## src/rtl/slt_pkg.sv

```systemverilog
// Shared types for the speculative load tracker.
// Assumes: a verdict fits in two bits; code 3 is never produced.
package slt_pkg;
    typedef enum logic [1:0] {
        VERDICT_PASS   = 2'd0,
        VERDICT_REPLAY = 2'd1,
        VERDICT_RAISE  = 2'd2
    } verdict_e;
endpackage

```

## src/rtl/slt_fault_flags.sv

```systemverilog
// Per-register deferred-fault flags.
// A speculative load writes its fault indication into the flag of its destination.
// A check clears the flag of the checked register.
// When both touch one register in the same cycle, the load is applied last.
// Assumes: ld_reg and chk_reg are always below REG_CNT.
module slt_fault_flags #(
    parameter int REG_CNT = 32,
    localparam int REG_W  = $clog2(REG_CNT)
) (
    input  logic             clk,
    input  logic             rst_n,
    input  logic             ld_valid,
    input  logic [REG_W-1:0] ld_reg,
    input  logic             ld_fault,
    input  logic             chk_valid,
    input  logic [REG_W-1:0] chk_reg,
    output logic             chk_fault
);
    logic [REG_CNT-1:0] flag_q;

    // Read the flag of the register under check.
    always_comb chk_fault = flag_q[chk_reg];

    // Update flags: the check clears first, then the load writes.
    always_ff @(posedge clk) begin
        if (!rst_n) begin
            flag_q <= '0;
        end else begin
            for (int r = 0; r < REG_CNT; r++) begin
                if (ld_valid && ld_reg == REG_W'(r))
                    flag_q[r] <= ld_fault;
                else if (chk_valid && chk_reg == REG_W'(r))
                    flag_q[r] <= 1'b0;
            end
        end
    end

    p_fault_set_r3: assert property (@(posedge clk) disable iff (!rst_n)
        (ld_valid && ld_fault) |=> flag_q[$past(ld_reg)]);

    p_fault_cleared_r8: assert property (@(posedge clk) disable iff (!rst_n)
        (chk_valid && !(ld_valid && ld_reg == chk_reg)) |=> !flag_q[$past(chk_reg)]);

    p_fault_dropped_r4: assert property (@(posedge clk) disable iff (!rst_n)
        (ld_valid && !ld_fault) |=> !flag_q[$past(ld_reg)]);
endmodule

```

## src/rtl/slt_alloc.sv

```systemverilog
// Slot chooser for the tracking table.
// Order of preference: the slot already holding the load's register,
// then the lowest free slot, then the slot under the rotating victim pointer.
// The pointer advances only when it supplies the victim.
// Assumes: at most one valid slot holds any given register.
module slt_alloc #(
    parameter int ENTRIES = 8,
    localparam int IDX_W  = $clog2(ENTRIES)
) (
    input  logic               clk,
    input  logic               rst_n,
    input  logic               ld_valid,
    input  logic [ENTRIES-1:0] ent_valid,
    input  logic [ENTRIES-1:0] same_reg,
    output logic [ENTRIES-1:0] slot_sel
);
    logic [IDX_W-1:0] victim_q;
    logic [IDX_W-1:0] free_idx;
    logic             any_same;
    logic             any_free;
    logic             take_victim;

    // Find the lowest-numbered free slot.
    always_comb begin
        free_idx = '0;
        for (int i = ENTRIES - 1; i >= 0; i--) begin
            if (!ent_valid[i]) free_idx = IDX_W'(i);
        end
    end

    // Pick the target slot as a one-hot vector.
    always_comb begin
        any_same    = |same_reg;
        any_free    = |(~ent_valid);
        take_victim = ld_valid && !any_same && !any_free;
        slot_sel    = '0;
        if (any_same)      slot_sel = same_reg;
        else if (any_free) slot_sel[free_idx] = 1'b1;
        else               slot_sel[victim_q] = 1'b1;
    end

    // Advance the rotating victim pointer after each replacement.
    always_ff @(posedge clk) begin
        if (!rst_n)
            victim_q <= '0;
        else if (take_victim)
            victim_q <= (victim_q == IDX_W'(ENTRIES - 1)) ? '0 : victim_q + 1'b1;
    end

    p_one_target_r10: assert property (@(posedge clk) disable iff (!rst_n)
        ld_valid |-> $countones(slot_sel) == 1);

    p_unique_reg_r9: assert property (@(posedge clk) disable iff (!rst_n)
        $countones(same_reg) <= 1);

    p_victim_moves_r10: assert property (@(posedge clk) disable iff (!rst_n)
        (ld_valid && (&ent_valid) && !(|same_reg)) |=> victim_q != $past(victim_q));
endmodule

```

## src/rtl/slt_table.sv

```systemverilog
// Associative table of speculative loads.
// Each slot holds a full address, a destination register and a stale mark.
// A store sets the stale mark on every slot whose address matches at line granularity.
// A check looks up its register and frees the slot it finds.
// When a load is written into a slot in the same cycle as a store or check touches it,
// the load write wins.
// Assumes: LINE_LSB < ADDR_W.
module slt_table #(
    parameter int ADDR_W   = 32,
    parameter int REG_CNT  = 32,
    parameter int ENTRIES  = 8,
    parameter int LINE_LSB = 3,
    localparam int REG_W   = $clog2(REG_CNT)
) (
    input  logic              clk,
    input  logic              rst_n,
    input  logic              ld_valid,
    input  logic [ADDR_W-1:0] ld_addr,
    input  logic [REG_W-1:0]  ld_reg,
    input  logic              st_valid,
    input  logic [ADDR_W-1:0] st_addr,
    input  logic              chk_valid,
    input  logic [REG_W-1:0]  chk_reg,
    output logic              chk_found,
    output logic              chk_stale
);
    localparam logic [ADDR_W-1:0] LINE_MASK = ~((ADDR_W'(1) << LINE_LSB) - 1'b1);

    logic [ENTRIES-1:0] ent_valid;
    logic [ENTRIES-1:0] ent_stale;
    logic [ADDR_W-1:0]  ent_addr [ENTRIES];
    logic [REG_W-1:0]   ent_reg  [ENTRIES];

    logic [ENTRIES-1:0] st_hit;
    logic [ENTRIES-1:0] chk_hit;
    logic [ENTRIES-1:0] same_reg;
    logic [ENTRIES-1:0] slot_sel;
    logic [ENTRIES-1:0] ld_take;

    // Compare every slot against the store, check and load requests.
    always_comb begin
        for (int i = 0; i < ENTRIES; i++) begin
            st_hit[i]   = st_valid && ent_valid[i] &&
                          ((ent_addr[i] & LINE_MASK) == (st_addr & LINE_MASK));
            chk_hit[i]  = chk_valid && ent_valid[i] && (ent_reg[i] == chk_reg);
            same_reg[i] = ent_valid[i] && (ent_reg[i] == ld_reg);
            ld_take[i]  = ld_valid && slot_sel[i];
        end
    end

    // Report the lookup; a same-cycle store counts as already applied.
    always_comb begin
        chk_found = |chk_hit;
        chk_stale = |(chk_hit & (ent_stale | st_hit));
    end

    slt_alloc #(.ENTRIES(ENTRIES)) u_alloc (
        .clk       (clk),
        .rst_n     (rst_n),
        .ld_valid  (ld_valid),
        .ent_valid (ent_valid),
        .same_reg  (same_reg),
        .slot_sel  (slot_sel)
    );

    // Update slots: load fill, else check free, else store invalidation.
    always_ff @(posedge clk) begin
        if (!rst_n) begin
            ent_valid <= '0;
            ent_stale <= '0;
            for (int i = 0; i < ENTRIES; i++) begin
                ent_addr[i] <= '0;
                ent_reg[i]  <= '0;
            end
        end else begin
            for (int i = 0; i < ENTRIES; i++) begin
                if (ld_take[i]) begin
                    ent_valid[i] <= 1'b1;
                    ent_stale[i] <= 1'b0;
                    ent_addr[i]  <= ld_addr;
                    ent_reg[i]   <= ld_reg;
                end else if (chk_hit[i]) begin
                    ent_valid[i] <= 1'b0;
                    ent_stale[i] <= 1'b0;
                end else if (st_hit[i]) begin
                    ent_stale[i] <= 1'b1;
                end
            end
        end
    end

    p_single_lookup_r8: assert property (@(posedge clk) disable iff (!rst_n)
        $onehot0(chk_hit));

    for (genvar g = 0; g < ENTRIES; g++) begin : g_slot_checks
        p_store_marks_r5: assert property (@(posedge clk) disable iff (!rst_n)
            (st_hit[g] && !chk_hit[g] && !ld_take[g]) |=> (ent_valid[g] && ent_stale[g]));

        p_check_frees_r8: assert property (@(posedge clk) disable iff (!rst_n)
            (chk_hit[g] && !ld_take[g]) |=> !ent_valid[g]);

        p_fill_clean_r9: assert property (@(posedge clk) disable iff (!rst_n)
            ld_take[g] |=> (ent_valid[g] && !ent_stale[g] && ent_reg[g] == $past(ld_reg)));
    end
endmodule

```

## src/rtl/slt_verdict.sv

```systemverilog
// Turns the lookup results into the registered check verdict.
// Priority: a deferred fault raises; otherwise a missing or stale entry replays;
// otherwise the check passes.
// Assumes: the lookup inputs are valid in the same cycle as chk_valid.
module slt_verdict
    import slt_pkg::*;
(
    input  logic     clk,
    input  logic     rst_n,
    input  logic     chk_valid,
    input  logic     chk_fault,
    input  logic     chk_found,
    input  logic     chk_stale,
    output logic     res_valid,
    output verdict_e res_code
);
    verdict_e code_d;

    // Choose the verdict for the current check.
    always_comb begin
        if (chk_fault)                    code_d = VERDICT_RAISE;
        else if (!chk_found || chk_stale) code_d = VERDICT_REPLAY;
        else                              code_d = VERDICT_PASS;
    end

    // Register the verdict and its strobe.
    always_ff @(posedge clk) begin
        if (!rst_n) begin
            res_valid <= 1'b0;
            res_code  <= VERDICT_PASS;
        end else begin
            res_valid <= chk_valid;
            if (chk_valid) res_code <= code_d;
        end
    end

    p_latency_r2: assert property (@(posedge clk) disable iff (!rst_n)
        chk_valid |=> res_valid);

    p_no_spurious_r4: assert property (@(posedge clk) disable iff (!rst_n)
        !chk_valid |=> !res_valid);

    p_code_legal_r2: assert property (@(posedge clk) disable iff (!rst_n)
        res_valid |-> res_code != 2'd3);

    p_fault_wins_r12: assert property (@(posedge clk) disable iff (!rst_n)
        (chk_valid && chk_fault) |=> res_code == VERDICT_RAISE);
endmodule

```

## src/rtl/spec_load_tracker.sv

```systemverilog
// Top of the speculative load tracker.
// Connects the fault flags, the associative table and the verdict stage.
// Assumes: at most one load, one store and one check per cycle.
module spec_load_tracker #(
    parameter int ADDR_W   = 32,
    parameter int REG_CNT  = 32,
    parameter int ENTRIES  = 8,
    parameter int LINE_LSB = 3,
    localparam int REG_W   = $clog2(REG_CNT)
) (
    input  logic              clk,
    input  logic              rst_n,
    input  logic              ld_valid,
    input  logic [ADDR_W-1:0] ld_addr,
    input  logic [REG_W-1:0]  ld_reg,
    input  logic              ld_fault,
    input  logic              st_valid,
    input  logic [ADDR_W-1:0] st_addr,
    input  logic              chk_valid,
    input  logic [REG_W-1:0]  chk_reg,
    output logic              res_valid,
    output logic [1:0]        res_code
);
    import slt_pkg::*;

    logic     chk_fault;
    logic     chk_found;
    logic     chk_stale;
    verdict_e verdict;

    slt_fault_flags #(.REG_CNT(REG_CNT)) u_flags (
        .clk       (clk),
        .rst_n     (rst_n),
        .ld_valid  (ld_valid),
        .ld_reg    (ld_reg),
        .ld_fault  (ld_fault),
        .chk_valid (chk_valid),
        .chk_reg   (chk_reg),
        .chk_fault (chk_fault)
    );

    slt_table #(
        .ADDR_W   (ADDR_W),
        .REG_CNT  (REG_CNT),
        .ENTRIES  (ENTRIES),
        .LINE_LSB (LINE_LSB)
    ) u_table (
        .clk       (clk),
        .rst_n     (rst_n),
        .ld_valid  (ld_valid),
        .ld_addr   (ld_addr),
        .ld_reg    (ld_reg),
        .st_valid  (st_valid),
        .st_addr   (st_addr),
        .chk_valid (chk_valid),
        .chk_reg   (chk_reg),
        .chk_found (chk_found),
        .chk_stale (chk_stale)
    );

    slt_verdict u_verdict (
        .clk       (clk),
        .rst_n     (rst_n),
        .chk_valid (chk_valid),
        .chk_fault (chk_fault),
        .chk_found (chk_found),
        .chk_stale (chk_stale),
        .res_valid (res_valid),
        .res_code  (verdict)
    );

    // Present the verdict as a plain two-bit code.
    always_comb res_code = verdict;

    p_reset_quiet_r1: assert property (@(posedge clk)
        !rst_n |=> !res_valid);
endmodule

```

## config.mk

```make
export PLATFORM = sky130hd
export DESIGN_NAME = spec_load_tracker
export DESIGN_NICKNAME = d
export VERILOG_FILES = /design/src/rtl/slt_pkg.sv /design/src/rtl/slt_fault_flags.sv /design/src/rtl/slt_alloc.sv /design/src/rtl/slt_table.sv /design/src/rtl/slt_verdict.sv /design/src/rtl/spec_load_tracker.sv
export SDC_FILE = /design/constraint.sdc
export NUM_CORES = 1
export LEC_CHECK = 0
export CAP_MARGIN = 10
export CORE_AREA = 2 2 182 184
export CTS_CLUSTER_DIAMETER = 200
export DETAILED_ROUTE_END_ITERATION = 10
export DIE_AREA = 0 0 184 186
export PLACE_DENSITY = 0.68
export SYNTH_ARGS = -nofsm -noshare
export SYNTH_HDL_FRONTEND = slang
export SYNTH_SLANG_ARGS = --single-unit
export TNS_END_PERCENT = 5
```

## constraint.sdc

```tcl
create_clock -name clk -period 6.2 [get_ports clk]
set_input_delay 1.24 -clock clk [delete_from_list [all_inputs] [get_ports clk]]
set_output_delay 1.24 -clock clk [all_outputs]
set_load 0.005 [all_outputs]
```

Word level (Yosys, flattened, before mapping) --
Memory sizes are Yosys's and may differ from the RTL's. Index checks and enable logic that the tools add are counted.
Operators by class: $add $sub $neg 1, magnitude comparators 5, equality and inequality tests 87, multiplexer cells 140, bitwise logic cells 20, reductions and logical operators 174
Operators by type and width (count):
- 32-bit 2-to-1 mux | 8
- 29-bit == test | 8
- 5-bit == test (second input constant) | 32
- 1-bit logical AND | 116
- 1-bit 2-to-1 mux | 109
- 5-bit by 4-bit == test with 1-bit output (second input constant) | 16
- 5-bit == test | 16
- 2-bit nonzero test | 40
- 5-bit by 3-bit == test with 1-bit output (second input constant) | 8
- 5-bit 2-to-1 mux | 8
- 8-bit OR reduction | 4
- 3-bit 2-to-1 mux | 9
- 3-bit OR reduction | 8
- 5-bit by 2-bit == test with 1-bit output (second input constant) | 4
- 8-bit 2-to-1 mux | 2
- 1-bit bitwise OR | 16
- 5-bit by 1-bit == test with 1-bit output (second input constant) | 2
- 5-bit logical NOT | 2
- 8-bit bitwise AND | 1
- 3-bit by 4-bit < comparator with 1-bit output (second input constant) | 2
- 8-bit inverter | 1
- 8-bit bitwise OR | 1
- 1-bit demux with 3-bit select | 2
- 3-bit by 1-bit >= comparator with 1-bit output (second input constant) | 2
- 8 further kinds | 10
Word-level totals: register bits after elaboration 54, RAM bits 296, output and inout bits 3, memories kept 2
Memories:
- u_table.ent_addr | words 8, bits a word 32, read ports 8, clocked after Yosys merged registers in 0, wr ports 8, line slt_table.sv:31 | logic [ADDR_W-1:0] ent_addr [ENTRIES];
- u_table.ent_reg | words 8, bits a word 5, read ports 8, clocked after Yosys merged registers in 0, wr ports 8, line slt_table.sv:32 | logic [REG_W-1:0] ent_reg [ENTRIES];

Depth between registers and ports, before layout --
Gate-level depths: netlist of the first run.
depth after elaboration 19, mapped depth 10, gate-level depth less buffers 8

Cells and area by module --
Synthesis of the first run repeated with hierarchy kept, for this count alone.
Unflattened totals: cells, all modules 1438, area, all modules 16124.2 um^2
By module, submodules not included:
- slt_table | instances 1, cells an instance 1118, area each 13624.3 um^2, seq. area each 8488.1 um^2
- slt_fault_flags | instances 1, cells an instance 248, area each 1939.4 um^2, seq. area each 640.6 um^2
- slt_alloc | instances 1, cells an instance 62, area each 437.9 um^2, seq. area each 60.1 um^2
- slt_verdict | instances 1, cells an instance 10, area each 122.6 um^2, seq. area each 60.1 um^2

Worst setup path before layout of the first run --
No wires, ideal clock.
path kind input -> register, from input port ld_reg[1], to memory u_table.ent_addr[6][3], in the netlist u_table.ent_addr[1][67] (enable), library setup time 0.475 ns, arrival 5.167 ns, slack 0.558 ns, cell stages on the path 9, buffers on the path 3, cells stage by stage buf_4 > buf_4 > xnor2_1 > and3_1 > or4_1 > buf_4 > nor2_8 > a31oi_1 > o21ai_0
RTL lines:
- start, declared | line spec_load_tracker.sv:15 | input logic [REG_W-1:0] ld_reg,
- end, declared | line slt_table.sv:31

==> results of run 1 <==
==> cell usage in the layout, fill, tap and decap left out, types with 3 or more instances in the layout <==
| master | n |
|---|---|
| sky130_fd_sc_hd__edfxtp_1 | 272 |
| sky130_fd_sc_hd__xnor2_1 | 254 |
| sky130_fd_sc_hd__nor2_1 | 223 |
| sky130_fd_sc_hd__nand2_1 | 88 |
| sky130_fd_sc_hd__clkdlybuf4s50_1 | 75 |
| sky130_fd_sc_hd__nand4_1 | 71 |
| sky130_fd_sc_hd__o21ai_0 | 68 |
| sky130_fd_sc_hd__xor2_1 | 56 |
| sky130_fd_sc_hd__dfxtp_1 | 54 |
| sky130_fd_sc_hd__a21oi_1 | 48 |
| sky130_fd_sc_hd__inv_1 | 41 |
| sky130_fd_sc_hd__clkbuf_16 | 37 |
| sky130_fd_sc_hd__nor4_1 | 31 |
| sky130_fd_sc_hd__buf_4 | 21 |
| sky130_fd_sc_hd__nand3_1 | 15 |
| sky130_fd_sc_hd__nand2b_1 | 12 |
| sky130_fd_sc_hd__clkbuf_1 | 11 |
| sky130_fd_sc_hd__mux4_2 | 10 |
| sky130_fd_sc_hd__o21ai_4 | 8 |
| sky130_fd_sc_hd__nor3b_1 | 8 |
| sky130_fd_sc_hd__clkbuf_8 | 7 |
| sky130_fd_sc_hd__nor3_1 | 6 |
| sky130_fd_sc_hd__nand2_2 | 6 |
| sky130_fd_sc_hd__nor2b_1 | 6 |
| sky130_fd_sc_hd__and3_1 | 5 |
| sky130_fd_sc_hd__mux2i_1 | 5 |
| sky130_fd_sc_hd__nor3_2 | 4 |
| sky130_fd_sc_hd__o22ai_1 | 4 |
| sky130_fd_sc_hd__or2_2 | 3 |
| sky130_fd_sc_hd__clkinv_2 | 3 |
| sky130_fd_sc_hd__bufinv_16 | 3 |
| sky130_fd_sc_hd__clkinv_1 | 3 |
==> tightest hold or removal path: cells and delay by family, from the launching register on <==
family,cells,cell delay (ns)
compound gates,2,0.12
flops,1,0.30
==> area by class of cell <==
type | instances | area, sq um
repair buffers | 97 | 913.4
diodes | 1 | 2.502
fillers | 2692 | 13940
well taps | 408 | 510.5
multi-input cells | 961 | 6235
clock inverters | 11 | 133.9
inverters | 41 | 153.9
flip-flops and latches | 326 | 9249
clock buffers | 55 | 1064
==> cell families after synthesis <==
| logic type | Yosys count |
|---|---|
| AOI/OAI and AO/OA | 142 |
| xor gates and xnor gates | 312 |
| adders and majority gates | 2 |
| buffers and inverters | 129 |
| DFF | 326 |
| muxes | 15 |
| and+or+nand+nor | 490 |
==> power by group <==
part / total, mW / internal [mW] / leakage, nW / switching [mW]
Sequential: 2.55 / 2.49 / 3.22 / 0.0569
Combinational: 0.554 / 0.213 / 2.37 / 0.341
Clock: 2.18 / 1.31 / 0.587 / 0.866
==> through the flow <==
step | setup WS [ns] | total power [mW] | instances | cell area (sq um) | utilization
global placement | 1.032 | 3.130 | 1833 | 17060 | 0.5298
finish | 1.507 | 5.277 | 1900 | 18260 | 0.5670
CTS | 1.514 | 5.286 | 1899 | 18260 | 0.5669
detailed placement | 0.9811 | 3.143 | 1833 | 17060 | 0.5298
floorplan | 0.5583 | 2.934 | 1416 | 15970 | -
global route | 1.335 | 5.422 | 1899 | 18260 | 0.5669
==> worst min-delay path by stage <==
stage          slack, ns            endpoint
6_report            0.48   u_flags.flag_q[5]
5_1_grt             0.50  u_flags.flag_q[10]
4_1_cts             0.47  u_flags.flag_q[10]
3_5_place_dp        0.47  u_flags.flag_q[10]
3_3_place_gp        0.46  u_flags.flag_q[25]
2_1_floorplan       0.45  u_flags.flag_q[18]
==> routing by layer <==
metal | global-route usage | vias to the layer above | routed length (um)
met5 | 0.005926 | - | 0
met4 | 0.1014 | 0 | 1570
met3 | 0.04598 | 91 | 4102
met2 | 0.4394 | 562 | 21390
met1 | 0.3438 | 5388 | 17560
li1 | - | 4989 | -
==> implementation parameters, run 1 <==
Parameter                              Value

Worst setup path
  Cell at the slowest stage of the critical path    sky130_fd_sc_hd__clkdlybuf4s50_1
  Family with the most delay on the worst path    simple AND/OR/NAND/NOR gates
  Buf+Inv Stages, Crit Path    2
  Category of the worst setup path launch point    input port
  End of the worst register-to-register path    u_table.ent_addr[0][19]
  Critical path, cell by cell    clkdlybuf4s50_1 > xor2_1 > nor4_1 > and3_1 > or4_1 > a211oi_2 > o21ai_4 > nand2_2 > buf_4
  Nature of the critical path endpoint    register
  Logic depth of the worst setup path including buffers    9
  Count of cells along the worst register-to-register path    8
  Setup slack of the worst register-to-register path    2.91 ns
  End point of the critical path    u_table.ent_addr[0][19]
  Peak per-stage delay on the critical path    1.10 ns
  Maximum fanout count along the critical path    22
  Worst setup path startpoint    ld_reg[2]
  Required time of the critical path    6.42 ns
  Arrival time at the worst endpoint    4.91 ns
  Crit path kind    input port to register
  RR Startpoint    u_table.ent_reg[1][14]

Placed design
  Final HPWL from detailed placement    29,580 um
  GPL Wtd Cong    0.8611
  Port bufs    76

Yosys
  Area share of the largest cell type after synthesis    0.5115
  Post-Synth XOR/XNOR Area    0.1721
  Fraction of synthesized area in multiplexers    0.01724
  Count leader, synth    sky130_fd_sc_hd__edfxtp_1
  Area of the mapped netlist    15,970 sq um
  Leading cell types by total area after synthesis    sky130_fd_sc_hd__edfxtp_1, sky130_fd_sc_hd__xnor2_1, sky130_fd_sc_hd__dfxtp_1, sky130_fd_sc_hd__nor2_1, sky130_fd_sc_hd__xor2_1
  Syn Inst Count    1,416
  Synth warn    0
  Register bit count reported by yosys    326
  Main synth FF type    sky130_fd_sc_hd__edfxtp_1
  Area fraction in compound gates after synthesis    0.04944
  Adder-Cell Fraction of Synth Area    0.001567
  Seq/Total Area, Yosys    0.5792
  Post-synthesis cell type with the largest combined area    sky130_fd_sc_hd__edfxtp_1
  Synthesized-area fraction occupied by and/or/nand/nor cells    0.1450
  Number of enable flip-flop cells after synthesis    272
  Nets in the synthesized netlist    1,498
  Top post-synthesis cells by count    sky130_fd_sc_hd__edfxtp_1, sky130_fd_sc_hd__xnor2_1, sky130_fd_sc_hd__nor2_1
  Async set-reset flop share out of synthesis    0
  Mean Syn Cell Area    11.28 sq um
  Count of cell types in the netlist    51
  Main combinational cell family by area after synthesis    XOR/XNOR gates

Clock tree
  Worst-path clk slew    0.06 ns
  Clock net sink count    326
  Count of hold-fix buffers inserted at cts    0
  Clock tree from TritonCTS    yes
  Skew-Pair Late Insertion Delay    0.53 ns
  Maximum count of clock buffers along a single path    3
  Post-CTS Setup Inserts    0
  Cell at the root of the clock tree    sky130_fd_sc_hd__clkbuf_16
  Post-CTS sizing    0
  Number of buffers inserted during clock tree synthesis    36
  H-Tree Level Count    2

Cells and area
  Number of nets in the layout    1,545
  Largest register FFs    232
  Share of post-route cells with drive strength above 1    0.07713
  Area Overhead vs Synth    14.35%

Floorplanning
  Die outline height    186 um
  Die span in x    184 um
  Area of the die    34,220 sq um
  Boundary Pins    83
  Number of rows created at floorplan    66
  Initial cell density of the core    0.4958
  Core region area    32,210 sq um

Route
  Final routed wire length divided by cell count    23.48 um
  Violation count after the first detailed-route iteration    1,152
  Post-detailed-route via-to-cell ratio    5.805
  First-pass iteration count of the detailed router    6
  Routed via count    11,030
  Antenna viol nets, final    0
  Number of remaining DRC errors    0
  Wirelength, routed    44,620 um

Global routing
  Overall overflow remaining after global route    0
  Total global routing track utilization    0.2634
  Initial antenna violation count    2
  First-pass GRT wire length    65,470 um
  Number of global-route vias before repair    10,700
  Maximum number of pins on one net before global-route repair    51

Pwr
  Maximum ir drop on the vdd rail    0.2426 mV
  Static leakage    6.183 nW
  Pwr Density    289.0 nW/um^2

Flow run
  Maxcap violations    0

Worst hold path
  Worst hold-check path type    register to register
  Worst Hold Launch    u_flags.flag_q[5]
  Cell count of the worst hold path    2

Timing
  Pins Over Slew Limit    0
  Setup TNS after final layout    0 ns
  Actual slew at the worst max-slew pin    1.021 ns
  Upper clock frequency limit    0.2131 GHz
  Post-route minimum period    4.693 ns
  Final setup violation count    0
  Final clock period utilization by the worst path    0.7569
  Max transition margin    0.3171
  Maximum clock skew at final layout    0.02358 ns
  Unrepaired setup endpoints after global routing    false
  Worst slack on hold paths    0.4752 ns
  Number of endpoints with negative hold slack in the final report    0

Status
  Outcome    completed
No activity file was read; power rests on OpenSTA's default activity.
==> run 2: changes to the inputs <==
--- a/config.mk
+++ b/config.mk
@@ -10,7 +10,7 @@
 export CTS_CLUSTER_DIAMETER = 200
 export DETAILED_ROUTE_END_ITERATION = 10
 export DIE_AREA = 0 0 184 186
-export PLACE_DENSITY = 0.68
+export PLACE_DENSITY = 0.7
 export SYNTH_ARGS = -nofsm -noshare
 export SYNTH_HDL_FRONTEND = slang
 export SYNTH_SLANG_ARGS = --single-unit
==> constraint.sdc (replaced) <==
create_clock -name clk -period 4 [get_ports clk]
set_input_delay 0.8 -clock clk [delete_from_list [all_inputs] [get_ports clk]]
set_output_delay 0.8 -clock clk [all_outputs]
set_load 0.005 [all_outputs]
==> run 2 against run 1 <==
Net effect:
- clock-buffer cell count fell by 10
- largest cell class unchanged
- critical path type unchanged
- final cell count grew 2.1%
- sequential share of layout area fell by 1.0 points
- largest power group unchanged
- sequential cell count unchanged
- clock skew is 0.0041 ns lower
- first-iteration DRC count grew 4.3%
==> implementation parameters, run 2 (synthesis results as in run 1) <==
Parameter                              Value

Timing
  Final clock period utilization by the worst path    0.8642
  Actual slew at the worst max-slew pin    0.9967 ns (-0.02400 ns)
  Final setup violation count    0 (unchanged)
  Worst slack on hold paths    0.4765 ns (+0.001327 ns)
  Unrepaired setup endpoints after global routing    false
  Max transition margin    0.3355 (+0.01841)
  Pins Over Slew Limit    0 (unchanged)
  Number of endpoints with negative hold slack in the final report    0 (unchanged)
  Post-route minimum period    3.457 ns
  Maximum clock skew at final layout    0.01944 ns (-0.004132 ns)
  Upper clock frequency limit    0.2893 GHz

Placed design
  GPL Wtd Cong    0.8870 (+3.0%)
  DP Area    17,550 sq um (+2.9%)
  Final HPWL from detailed placement    31,070 um (+5.0%)
  Instance count after placement with tap cells included    1,877 (+2.4%)
  Port bufs    76 (unchanged)

Pwr
  Pwr Density    425.2 nW/um^2 (+47%)
  NetSw    1.925 mW (+52%)
  Int Pwr    5.999 mW (+49%)
  Part of the total power dissipated in combinational logic    0.115 (+0.010)
  Maximum ir drop on the vdd rail    0.3018 mV (+24%)
  Static leakage    6.396 nW (+3.4%)
  Sum of internal, switching and leakage power    7.924 mW (+50%)
  Sw Share    0.2430 (+0.003373)
  Fraction of power consumed by the clock network    0.387 (-0.025)
  Share of total power in sequential cells    0.498 (+0.015)

Worst setup path
  Maximum fanout count along the critical path    35 (+59%)
  Arrival time at the worst endpoint    3.70 ns (-1.21 ns)
  Required time of the critical path    4.25 ns (-2.17 ns)
  Count of cells along the worst register-to-register path    8 (unchanged)
  Crit path kind    input port to register
  Nature of the critical path endpoint    register
  Category of the worst setup path launch point    input port

Cells and area
  Filler-free cell count of the finished design    1,939 (+2.1%)
  Sequential cell area    9249 sq um (unchanged)
  Number of nets in the layout    1,588 (+2.8%)
  Area of the multi-input gates    6235 sq um (unchanged)
  Share of post-route cells with drive strength above 1    0.1006 (+0.02346)
  ANT cells    0 (-1)
  Fillers    2,697 (+0.19%)
  Area Overhead vs Synth    16.71%
  Largest register FFs    232 (unchanged)
  Leading cell type in the layout, fill and taps excluded    sky130_fd_sc_hd__edfxtp_1
  Most frequent cells in the layout    sky130_fd_sc_hd__edfxtp_1, sky130_fd_sc_hd__xnor2_1, sky130_fd_sc_hd__nor2_1, sky130_fd_sc_hd__nand2_1, sky130_fd_sc_hd__clkdlybuf4s50_1
  Post-route cell area    18,640 sq um (+2.1%)

Flow run
  Maxcap violations    0 (unchanged)

Route
  Violation count after the first detailed-route iteration    1,201 (+4.3%)
  First-pass iteration count of the detailed router    5 (-1)
  Wirelength, routed    44,730 um (+0.27%)
  Post-detailed-route via-to-cell ratio    5.752 (-0.92%)
  Final routed wire length divided by cell count    23.07 um (-1.7%)
  Number of remaining DRC errors    0 (unchanged)
  Antenna viol nets, final    0 (unchanged)
  Routed via count    11,150 (+1.1%)

Floorplanning
  Initial cell density of the core    0.4958 (unchanged)
  Boundary Pins    83 (unchanged)
  Number of rows created at floorplan    66 (unchanged)
  Die outline height    186 um (unchanged)
  Core region area    32,210 sq um (unchanged)
  Die span in x    184 um (unchanged)
  Area of the die    34,220 sq um (unchanged)

Global routing
  First-pass GRT wire length    67,280 um (+2.8%)
  Number of global-route vias before repair    11,080 (+3.5%)
  Overall overflow remaining after global route    0 (unchanged)
  Initial antenna violation count    0 (-2)
  Maximum number of pins on one net before global-route repair    42 (-18%)
  Total global routing track utilization    0.2677 (+0.004272)

Clock tree
  Worst-path clk slew    0.06 ns (about the same)
  Post-CTS sizing    0 (unchanged)
  Post-CTS Setup Inserts    0 (unchanged)
  Skew-Pair Late Insertion Delay    0.52 ns (about the same)
  Cell at the root of the clock tree    sky130_fd_sc_hd__clkbuf_16
  Maximum count of clock buffers along a single path    3 (unchanged)
  Clock net sink count    326 (unchanged)
  Count of hold-fix buffers inserted at cts    0 (unchanged)
  H-Tree Level Count    2 (unchanged)
  Number of buffers inserted during clock tree synthesis    35 (-2.8%)
  Clock tree from TritonCTS    yes

Status
  Outcome    completed

Worst hold path
  Worst hold-check path type    register to register
  Cell count of the worst hold path    2 (unchanged)
-- run 2: cell count changes in the layout (fill, tap and decap cells not counted), moves of 2 or more --
| cell | previous run | this run |
|---|---|---|
| sky130_fd_sc_hd__clkinvlp_4 | 0 | 2 |
| sky130_fd_sc_hd__buf_12 | 0 | 13 |
| sky130_fd_sc_hd__clkbuf_1 | 11 | 6 |
| sky130_fd_sc_hd__clkinv_1 | 3 | 9 |
| sky130_fd_sc_hd__clkbuf_8 | 7 | 3 |
| sky130_fd_sc_hd__buf_4 | 21 | 52 |
| sky130_fd_sc_hd__bufinv_16 | 3 | 1 |
-- run 2: per-stage QoR --
stage               setup WS, ns  TNS [ns]    util
floorplan                -0.2569    -8.828       -
global placement         0.07156         0  0.5451
detailed placement       0.06299         0  0.5451
CTS                       0.5851         0  0.5787
global route              0.4114         0  0.5787
finish                    0.5431         0  0.5787
-- run 2: power groups by stage --
stage | clock network (mW) | logic [mW] | registers, mW
floorplan | 0 | 0.545 | 4.00
global placement | 0 | 0.891 | 4.01
detailed placement | 0 | 0.900 | 4.02
CTS | 3.11 | 0.908 | 3.95
global route | 3.24 | 0.969 | 3.96
finish | 3.07 | 0.910 | 3.95
-- run 2: final timing paths --
| path | start | slack, ns | to |
|---|---|---|---|
| setup / recovery | ld_reg[1] | 0.54 | u_table.ent_addr[0][124] |
| hold / removal | u_flags.flag_q[25] | 0.48 | u_flags.flag_q[25] |
| setup reg to reg | u_table.ent_reg[0][1] | 1.00 | u_table.ent_addr[0][124] |
| hold reg to reg | u_flags.flag_q[25] | 0.48 | u_flags.flag_q[25] |
-- run 2: critical path, cell delays in order --
cell                              delay (ns)
sky130_fd_sc_hd__clkdlybuf4s50_1        0.45
sky130_fd_sc_hd__buf_12                 0.18
sky130_fd_sc_hd__xor2_1                 0.14
sky130_fd_sc_hd__nor4_1                 0.48
sky130_fd_sc_hd__and3_1                 0.35
sky130_fd_sc_hd__or4_1                  0.45
sky130_fd_sc_hd__nor3_2                 0.12
sky130_fd_sc_hd__o21ai_4                0.17
sky130_fd_sc_hd__buf_4                  0.43
sky130_fd_sc_hd__nor2_1                 0.09
-- run 2: cell type report --
cell class | instances | share of cell area
clock buffer | 45 | 0.05176
clock inverter | 17 | 0.006378
inverter | 41 | 0.008257
multi-input combinational | 961 | 0.3345
sequential | 326 | 0.4962
tap | 408 | 0.02739
timing repair buffer | 141 | 0.07546
-- run 2: per-layer routing --
layer	global-route usage	routed length, um
met4	0.09504	1563
met5	0	0
met3	0.04167	3944
met1	0.3534	17830
met2	0.4506	21400
==> run 3: changes to the inputs <==
--- a/config.mk
+++ b/config.mk
@@ -6,11 +6,11 @@
 export NUM_CORES = 1
 export LEC_CHECK = 0
 export CAP_MARGIN = 10
-export CORE_AREA = 2 2 182 184
+export CORE_AREA = 2 2 211 213
 export CTS_CLUSTER_DIAMETER = 200
 export DETAILED_ROUTE_END_ITERATION = 10
-export DIE_AREA = 0 0 184 186
-export PLACE_DENSITY = 0.7
+export DIE_AREA = 0 0 213 215
+export SKIP_LAST_GASP = 1
 export SYNTH_ARGS = -nofsm -noshare
 export SYNTH_HDL_FRONTEND = slang
 export SYNTH_SLANG_ARGS = --single-unit
==> run 3 against run 2 <==
Net effect:
- non-clock buffer count grew 1
- hold slack lost 0.0019 ns
- sequential power is essentially flat
- combinational power grew 0.8%
- critical path depth grew 1
- largest power group unchanged
- largest cell class unchanged
- clock skew grew 0.011 ns
- design area grew 2.0%
- register-to-register slack gained 0.10 ns
- clock power grew 12%
- via count shrank 0.56%
- utilization shrank 14 points
- sequential share of layout area shrank 0.95 points
==> implementation parameters, run 3 (synthesis results as in run 1) <==
Parameter                              Value

Status
  Outcome    completed

Pwr
  Int Pwr    6.251 mW (+4.2%)
  Static leakage    6.473 nW (+1.2%)
  Fraction of power consumed by the clock network    0.415 (+0.028)
  Maximum ir drop on the vdd rail    0.2597 mV (-14%)
  Part of the total power dissipated in combinational logic    0.110 (-0.005)
  Pwr Density    437.3 nW/um^2 (+2.9%)
  Share of total power in sequential cells    0.475 (-0.023)
  NetSw    2.058 mW (+6.9%)
  Sw Share    0.2477 (+0.004720)
  Sum of internal, switching and leakage power    8.309 mW (+4.9%)

Worst setup path
  Arrival time at the worst endpoint    3.60 ns (-0.10 ns)
  Worst setup path startpoint    ld_reg[2]
  RR Startpoint    u_table.ent_reg[1][12]
  Required time of the critical path    4.22 ns (-0.03 ns)
  Setup slack of the worst register-to-register path    1.10 ns (+0.10 ns)
  Crit path kind    input port to register
  Cell at the slowest stage of the critical path    sky130_fd_sc_hd__clkdlybuf4s50_1
  Crit path top cell by count    sky130_fd_sc_hd__buf_4
  Category of the worst setup path launch point    input port
  Critical path, cell by cell    clkdlybuf4s50_1 > buf_4 > xor2_1 > nor4_1 > and3_1 > or4_1 > buf_4 > nor2_8 > a31oi_1 > o21ai_4 > buf_12
  Peak per-stage delay on the critical path    0.59 ns (+0.11 ns)
  Nature of the critical path endpoint    register
  Maximum fanout count along the critical path    35 (unchanged)

Clock tree
  Worst-path clk slew    0.06 ns (about the same)
  Clock net sink count    326 (unchanged)
  Number of buffers inserted during clock tree synthesis    39 (+11%)
  Clock tree from TritonCTS    yes
  Post-CTS Setup Inserts    0 (unchanged)
  Post-CTS sizing    0 (unchanged)
  H-Tree Level Count    2 (unchanged)
  Maximum count of clock buffers along a single path    3 (unchanged)
  Count of hold-fix buffers inserted at cts    0 (unchanged)
  Skew-Pair Late Insertion Delay    0.57 ns (+0.05 ns)
  Cell at the root of the clock tree    sky130_fd_sc_hd__clkbuf_16

Timing
  Worst slack on hold paths    0.4747 ns (-0.001863 ns)
  Upper clock frequency limit    0.2955 GHz (+2.1%)
  Maximum clock skew at final layout    0.03046 ns (+0.01101 ns)
  Number of endpoints with negative hold slack in the final report    0 (unchanged)
  Unrepaired setup endpoints after global routing    false
  Post-route minimum period    3.384 ns (-0.07263 ns)
  Final clock period utilization by the worst path    0.8461 (-0.01816)
  Final setup violation count    0 (unchanged)
  Actual slew at the worst max-slew pin    0.9046 ns (-0.09208 ns)
  Max transition margin    0.3957 (+0.06015)
  Pins Over Slew Limit    0 (unchanged)

Global routing
  Total global routing track utilization    0.2088 (-0.05888)
  Maximum number of pins on one net before global-route repair    42 (unchanged)
  Overall overflow remaining after global route    0 (unchanged)
  Initial antenna violation count    1 (+1)
  First-pass GRT wire length    69,690 um (+3.6%)
  Number of global-route vias before repair    10,870 (-1.9%)

Floorplanning
  Area of the die    45,800 sq um (+34%)
  Number of rows created at floorplan    77 (+17%)
  Core region area    43,640 sq um (+36%)
  Boundary Pins    83 (unchanged)
  Die span in x    213 um (+16%)
  Die outline height    215 um (+16%)
  Initial cell density of the core    0.3659 (-0.1299)

Placed design
  Port bufs    76 (unchanged)
  DP Area    17,780 sq um (+1.3%)
  GPL Wtd Cong    0.8800 (-0.79%)
  Final HPWL from detailed placement    32,330 um (+4.0%)

Flow run
  Maxcap violations    0 (unchanged)

Route
  Antenna viol nets, final    0 (unchanged)
  Post-detailed-route via-to-cell ratio    5.205 (-9.5%)
  Routed via count    11,090 (-0.56%)
  Final routed wire length divided by cell count    22.26 um (-3.5%)
  First-pass iteration count of the detailed router    6 (+1)
  Violation count after the first detailed-route iteration    1,110 (-7.6%)
  Wirelength, routed    47,440 um (+6.0%)
  Number of remaining DRC errors    0 (unchanged)

Worst hold path
  Worst hold-check path type    register to register
  Worst Hold Launch    u_flags.flag_q[15]

Cells and area
  Number of nets in the layout    1,593 (+0.31%)
  Area Overhead vs Synth    18.99%
  Leading cell type in the layout, fill and taps excluded    sky130_fd_sc_hd__edfxtp_1
  Share of post-route cells with drive strength above 1    0.1046 (+0.004026)
  Final cell utilization of the core    0.4354 (-0.1433)
  Largest register FFs    232 (unchanged)
  Most frequent cells in the layout    sky130_fd_sc_hd__edfxtp_1, sky130_fd_sc_hd__xnor2_1, sky130_fd_sc_hd__nor2_1, sky130_fd_sc_hd__nand2_1, sky130_fd_sc_hd__clkdlybuf4s50_1
  ANT cells    0 (unchanged)
  Post-route cell area    19,000 sq um (+2.0%)
  Fillers    4,077 (+51%)
## run 3: metal layers
layer | vias up | GRT usage | routed length [um]
met5 | - | 0 | 13
met4 | 2 | 0.07249 | 1577
met3 | 95 | 0.04369 | 3672
met2 | 437 | 0.3343 | 22440
met1 | 5473 | 0.2801 | 19730
li1 | 5084 | - | -
## run 3: cell type report
type	instances	area, sq um	share of cell area
clock inverter	16	143.9	0.007572
multi-input combinational	961	6235	0.3281
tap	592	740.7	0.03898
sequential	326	9249	0.4867
clock buffer	53	1079	0.05676
timing repair buffer	142	1401	0.07375
inverter	41	153.9	0.008099
## run 3: power by group through the flow
stage,combinational [mW],sequential (mW),clock (mW)
detailed placement,0.916,4.02,0
finish,0.917,3.95,3.45
floorplan,0.545,4.00,0
global placement,0.909,4.01,0
CTS,0.921,3.95,3.49
global route,0.981,3.96,3.62
## run 3: worst max-delay path: cells and delay by family
kind	cells	cell delay [ns]
xor+xnor	1	0.17
buf+inv	4	1.32
compound gates	2	0.32
simple gates	4	0.96
## run 3: path summary, 6_finish.rpt
path,end,cells after the start
worst max register to register,u_table.ent_addr[1][67],9
worst min-delay path,u_flags.flag_q[15],2
worst min register to register,u_flags.flag_q[15],2
worst max-delay path,u_table.ent_addr[1][67],11
## run 3: metrics by stage
step	TNS, ns	worst slack, ns	instances
6_report	0	0.6157	2131
5_1_grt	0	0.5267	2131
4_1_cts	0	0.6613	2131
3_5_place_dp	0	0.08420	2062
3_3_place_gp	0	0.1180	2062
2_1_floorplan	-8.828	-0.2569	1416
